==> config.mk <==
export PLATFORM = sky130hd
export DESIGN_NAME = gpi_logo_ctrl
export DESIGN_NICKNAME = d
export VERILOG_FILES = /design/src/rtl/gpi_logo_pkg.sv /design/src/rtl/gpi_sync_debounce.sv /design/src/rtl/gpi_edge_detect.sv /design/src/rtl/gpi_logo_action.sv /design/src/rtl/gpi_logo_ctrl.sv
export SDC_FILE = /design/constraint.sdc
export NUM_CORES = 1
export LEC_CHECK = 0
export ABC_AREA = 0
export BUFFER_PORTS_ARGS = -buffer_cell sky130_fd_sc_hd__buf_2
export CORE_UTILIZATION = 58
export DETAILED_ROUTE_END_ITERATION = 10
export GPL_TIMING_DRIVEN = 0
export PLACE_DENSITY_LB_ADDON = 0.25
export SETUP_SLACK_MARGIN = 0.1
export SLEW_MARGIN = 20
export SYNTH_ARGS = -nofsm -noshare
export SYNTH_HDL_FRONTEND = slang
export SYNTH_HIERARCHICAL = 1
export SYNTH_SLANG_ARGS = --single-unit
==> constraint.sdc <==
create_clock -name clk -period 5 [get_ports clk]
set_input_delay 0.5 -clock clk [delete_from_list [all_inputs] [get_ports clk]]
set_output_delay 0.5 -clock clk [all_outputs]
set_load 0.1 [all_outputs]
==> src/rtl/gpi_logo_pkg.sv <==
package gpi_logo_pkg;

   localparam int MODE_W = 2;

   typedef enum logic [MODE_W-1:0] {
      GPI_OVERRIDE   = 2'd0,
      GPI_LEVEL_CUT  = 2'd1,
      GPI_STEP       = 2'd2,
      GPI_TRIGGER    = 2'd3
   } gpi_mode_e;

endpackage

==> src/rtl/gpi_sync_debounce.sv <==
module gpi_sync_debounce #(
   parameter int SYNC_STAGES = 2,
   parameter int DEB_W       = 16
) (
   input  logic             clk,
   input  logic             rst_n,
   input  logic             din,
   input  logic [DEB_W-1:0] hold_len,
   output logic             level
);

   initial begin : chk_params
      assert (SYNC_STAGES >= 2) else $error("SYNC_STAGES must be at least 2");
      assert (DEB_W >= 1)       else $error("DEB_W must be at least 1");
   end

   logic [SYNC_STAGES-1:0] chain;
   logic                   sync_q;
   logic [DEB_W-1:0]       run_cnt;

   always_ff @(posedge clk or negedge rst_n) begin
      if (!rst_n) chain <= '0;
      else        chain <= {chain[SYNC_STAGES-2:0], din};
   end

   assign sync_q = chain[SYNC_STAGES-1];

   // Accept the synchronized level once it has differed for hold_len+1 clocks
   always_ff @(posedge clk or negedge rst_n) begin
      if (!rst_n) begin
         level   <= 1'b0;
         run_cnt <= '0;
      end else if (sync_q == level) begin
         run_cnt <= '0;
      end else if (run_cnt >= hold_len) begin
         level   <= sync_q;
         run_cnt <= '0;
      end else begin
         run_cnt <= run_cnt + 1'b1;
      end
   end

endmodule

==> src/rtl/gpi_edge_detect.sv <==
module gpi_edge_detect
   import gpi_logo_pkg::*;
(
   input  logic      clk,
   input  logic      rst_n,
   input  logic      level,
   input  gpi_mode_e mode,
   output logic      rise
);

   logic      level_q;
   gpi_mode_e mode_q;

   always_ff @(posedge clk or negedge rst_n) begin
      if (!rst_n) level_q <= 1'b0;
      else        level_q <= level;
   end

   // Tracks the mode every clock, reset or not, so a switch is always seen
   always_ff @(posedge clk) begin
      mode_q <= mode;
   end

   assign rise = level & ~level_q & (mode == mode_q);

endmodule

==> src/rtl/gpi_logo_action.sv <==
module gpi_logo_action
   import gpi_logo_pkg::*;
#(
   parameter int NUM_LOGOS = 4,
   parameter int IDX_W     = 2
) (
   input  logic             clk,
   input  logic             rst_n,
   input  logic             rise,
   input  logic             level,
   input  gpi_mode_e        mode,
   input  logic [IDX_W-1:0] fallback_idx,
   input  logic             fade_sel,
   input  logic [IDX_W-1:0] sched_idx,
   input  logic             sched_en,
   output logic [IDX_W-1:0] idx,
   output logic             en,
   output logic             fade,
   output logic             ovr
);

   initial begin : chk_params
      assert (NUM_LOGOS >= 2)          else $error("NUM_LOGOS must be at least 2");
      assert ((1 << IDX_W) >= NUM_LOGOS) else $error("IDX_W too narrow for NUM_LOGOS");
   end

   logic [IDX_W-1:0] step_idx;
   logic [IDX_W-1:0] step_next;
   logic             show_on;

   generate
      if ((1 << IDX_W) == NUM_LOGOS) begin : g_wrap_pow2
         assign step_next = step_idx + 1'b1;
      end else begin : g_wrap_cmp
         assign step_next = (step_idx == IDX_W'(NUM_LOGOS - 1)) ? '0 : step_idx + 1'b1;
      end
   endgenerate

   always_ff @(posedge clk or negedge rst_n) begin
      if (!rst_n) begin
         step_idx <= '0;
         show_on  <= 1'b0;
      end else begin
         if (rise && (mode == GPI_STEP))    step_idx <= step_next;
         if (rise && (mode == GPI_TRIGGER)) show_on  <= ~show_on;
      end
   end

   always_comb begin
      idx  = sched_idx;
      en   = sched_en;
      fade = 1'b0;
      ovr  = 1'b0;
      unique case (mode)
         GPI_OVERRIDE: begin
            if (level) begin
               idx = fallback_idx;
               en  = 1'b1;
               ovr = 1'b1;
            end
         end
         GPI_LEVEL_CUT: en = level;
         GPI_STEP: begin
            idx = step_idx;
            en  = 1'b1;
         end
         GPI_TRIGGER: begin
            en   = show_on;
            fade = fade_sel;
         end
         default: ;
      endcase
   end

endmodule

==> src/rtl/gpi_logo_ctrl.sv <==
module gpi_logo_ctrl
   import gpi_logo_pkg::*;
#(
   parameter  int NUM_LOGOS   = 4,
   parameter  int SYNC_STAGES = 2,
   parameter  int DEB_W       = 16,
   localparam int IDX_W       = (NUM_LOGOS > 1) ? $clog2(NUM_LOGOS) : 1
) (
   input  logic             clk,
   input  logic             rst_n,
   input  logic             gpi_raw,
   input  logic [1:0]       cfg_mode,
   input  logic [DEB_W-1:0] cfg_hold_len,
   input  logic [IDX_W-1:0] cfg_fallback_idx,
   input  logic             cfg_fade_sel,
   input  logic [IDX_W-1:0] sched_idx,
   input  logic             sched_en,
   output logic [IDX_W-1:0] logo_idx,
   output logic             logo_en,
   output logic             fade_req,
   output logic             ovr_active
);

   gpi_mode_e mode;
   logic      gpi_level;
   logic      edge_rise;

   assign mode = gpi_mode_e'(cfg_mode);

   gpi_sync_debounce #(
      .SYNC_STAGES (SYNC_STAGES),
      .DEB_W       (DEB_W)
   ) u_cond (
      .clk      (clk),
      .rst_n    (rst_n),
      .din      (gpi_raw),
      .hold_len (cfg_hold_len),
      .level    (gpi_level)
   );

   gpi_edge_detect u_edge (
      .clk   (clk),
      .rst_n (rst_n),
      .level (gpi_level),
      .mode  (mode),
      .rise  (edge_rise)
   );

   gpi_logo_action #(
      .NUM_LOGOS (NUM_LOGOS),
      .IDX_W     (IDX_W)
   ) u_act (
      .clk          (clk),
      .rst_n        (rst_n),
      .rise         (edge_rise),
      .level        (gpi_level),
      .mode         (mode),
      .fallback_idx (cfg_fallback_idx),
      .fade_sel     (cfg_fade_sel),
      .sched_idx    (sched_idx),
      .sched_en     (sched_en),
      .idx          (logo_idx),
      .en           (logo_en),
      .fade         (fade_req),
      .ovr          (ovr_active)
   );

endmodule

==> results.sh <==
export IMPL_path_max_fanout=10
export IMPL_critPathBufInv=1
export IMPL_hold_class="in -> async"
export IMPL_max_slew_worst_pin_slew_ns=0.506
export IMPL_cts_tree="yes"
export IMPL_hold_ws_ns=0.135
export IMPL_place_gp_congestion=0.769
export IMPL_fin_nets=244
export IMPL_synth_nets=208
export IMPL_rsz0062_at_grt="no"
export IMPL_clkTransAtPathRegs_ns=0.13
export IMPL_finalSetupViolCount=0
export IMPL_grt_max_degree=24
export IMPL_critPathCaptureType="flip-flop"
export IMPL_synth_top_area_share=0.376
export IMPL_clkPwrFrac=0.247
export IMPL_vdd_ir_drop_worst_mv=0.245
export IMPL_finalHoldViolCount=0
export IMPL_slowest_delay_ns=0.46
export IMPL_critPathKind="reg -> reg"
export IMPL_synth_edf_count=0
export IMPL_drtIter0Drc=18
export IMPL_cpMostUsedCell="a21o_1"
export IMPL_netSwitchingFraction=0.289
export IMPL_routed_wl_um=2960
export IMPL_final_cell_mix="31 x buf_2, 23 x dfrtp_1, 22 x nor2_1"
export IMPL_worstPathCellList="ha_1, a21o_1, a21o_1, a2111oi_2, nand4_2, buf_6, nor2_1"
export IMPL_timing_rr_start="u_cond/run_cnt[13]$_DFF_PN0_"
export IMPL_p_switching_uw=105
export IMPL_syn_mean_instance_area_um2=9.34
export IMPL_area_growth_pct=14.5
export IMPL_power_uw=362
export IMPL_syn_inst=164
export IMPL_core_area_um2=2480
export IMPL_fin_tns_setup_ns=0
export IMPL_vias=1258
export IMPL_avgViaCountPerCell=5.49
export IMPL_synth_seq_cells=25
export IMPL_cellPowerDensity_nw_per_um2=207
export IMPL_synth_cell_area_um2=1530
export IMPL_num_io_pins=32
export IMPL_intPower_uw=258
export IMPL_filler_cell_count=210
export IMPL_ant_nets=0
export IMPL_p_leak_nw=0.930
export IMPL_avgRoutedWirePerCell_um=12.9
export IMPL_max_freq_mhz=441
export IMPL_finalClockSkew_ns=0.00224
export IMPL_async_flop_share=0.920
export IMPL_die_h_um=53.4
export IMPL_cts_repair_resized=0
export IMPL_synth_warnings=6
export IMPL_rr_worst_depth=7
export IMPL_overflow=0
export IMPL_synth_seq_area_share=0.402
export IMPL_drive_gt1_frac=0.201
export IMPL_crit_slowest_cell="a2111oi_2"
export IMPL_cts_sinks=25
export IMPL_antenna_found_initial=0
export IMPL_mostFrequentLayoutCell="buf_2"
export IMPL_arrival_ns=2.52
export IMPL_finalCritPeriodShare=0.454
export IMPL_reg2reg_setup_slack_ns=2.73
export IMPL_dp_hpwl_um=2400
export IMPL_slew_violations=0
export IMPL_n_antenna_cell=0
export IMPL_clk_insertion_delay_late_ns=0.31
export IMPL_start_util=0.618
export IMPL_outcome="finished, final reports clean"
export IMPL_max_slew_margin_rel=0.662
export IMPL_synth_area_leaders="dfrtp_1 38%, ha_1 14%, xor2_1 8.0%"
export IMPL_die_area_um2=2850
export IMPL_yosysTopAreaCell="dfrtp_1"
export IMPL_cap_viol_max_count=0
export IMPL_first_pass_iters=4
export IMPL_final_min_clock_period_ns=2.27
export IMPL_htreeDepth=1
export IMPL_fin_ws_ns=2.73
export IMPL_r2r_end="u_cond/run_cnt[13]$_DFF_PN0_"
export IMPL_path_delay_family="compound AO/OA/AOI/OAI gates"
export IMPL_synth_flop_cell="dfrtp_1"
export IMPL_worstPathRequired_ns=5.25
export IMPL_cts_made_buffers=3
export IMPL_post_cts_buffers=0
export IMPL_port_buffers=31
export IMPL_postCtsHoldBufs=0
export IMPL_fin_util=0.708
export IMPL_cts_root_buf="clkbuf_4"
export IMPL_place_ws_ns=2.53
export IMPL_cts_buffer_depth=2
export IMPL_grt_total_usage=0.232
export IMPL_grt_pass1_vias=1217
export IMPL_remaining_drc_errors=0
export IMPL_synth_cell_types=29
export IMPL_grt_pass1_wl_um=4820
export IMPL_start_kind="flip-flop"
export IMPL_p_comb_frac=0.177
export IMPL_rows=18
export IMPL_chipWidth_um=53.4
export IMPL_power_frac_seq=0.576
through the flow:
stage          cell area, µm²  instances
2_1_floorplan            1530        164
3_3_place_gp             1720        225
6_report                 1750        229
3_5_place_dp             1720        225
4_1_cts                  1750        229
5_1_grt                  1750        229
sequential cells by signal (all words and copies together), names as in the netlist:
register / flops
u_cond/run_cnt: 16
u_act/step_idx: 2
u_cond/chain: 2
u_edge/mode_q: 2
u_act/show_on: 1
u_cond/level: 1
u_edge/level_q: 1
how the worst max path moves through the flow:
stage	start	end	slack, ns	cells after the start
2_1_floorplan	cfg_mode[0]	logo_idx[1]	2.31	3
3_3_place_gp	cfg_hold_len[13]	u_cond/run_cnt[12]$_DFF_PN0_	2.57	9
3_5_place_dp	cfg_hold_len[13]	u_cond/run_cnt[13]$_DFF_PN0_	2.53	9
4_1_cts	u_cond/run_cnt[13]$_DFF_PN0_	u_cond/run_cnt[7]$_DFF_PN0_	2.71	7
5_1_grt	u_cond/run_cnt[13]$_DFF_PN0_	u_cond/run_cnt[10]$_DFF_PN0_	2.55	7
6_report	u_cond/run_cnt[13]$_DFF_PN0_	u_cond/run_cnt[13]$_DFF_PN0_	2.73	7
cells by family after synthesis:
| family | count (synthesis) | share of synthesized area |
|---|---|---|
| muxes | 1 | 0.00735 |
| AOI/OAI and AO/OA | 19 | 0.0776 |
| DFF | 25 | 0.402 |
| and+or+nand+nor | 59 | 0.199 |
| adders and majority gates | 17 | 0.139 |
| xor gates and xnor gates | 20 | 0.114 |
| buffers and inverters | 23 | 0.0613 |
cells in the mapped netlist, types with 4 or more instances:
library cell,instances
nand3_1,6
xnor2_1,6
xor2_1,14
inv_1,21
o22ai_1,4
nor2_1,22
ha_1,17
nand4_1,8
a21oi_1,9
nand2_1,9
dfrtp_1,23
per-layer routing:
layer | global-route usage | part of all wire
met1 | 0.257 | 0.43
met2 | 0.444 | 0.53
met3 | 0.0460 | 0.039
met4 | 0.0482 | 0.0034
met5 | 0 | 0
final cells by class:
class,instances,area (µm²),share of cell area
buffer,2,15.0,0.00856
clock buffer,3,22.5,0.0128
clock inverter,1,7.51,0.00428
inverter,21,78.8,0.0449
multi-input combinational,116,822,0.469
sequential,25,616,0.351
tap,30,37.5,0.0214
timing repair buffer,31,155,0.0884
power by group through the flow:
stage / sequential (mW) / clock [mW] / combinational [mW]
after floorplan: 0.212 / 0 / 0.0414
after global placement: 0.212 / 0 / 0.0609
after detailed placement: 0.213 / 0 / 0.0642
after CTS: 0.209 / 0.0929 / 0.0643
after global routing: 0.209 / 0.0997 / 0.0714
final: 0.209 / 0.0896 / 0.0640
Note: power is estimated with default switching activity, not from simulation.
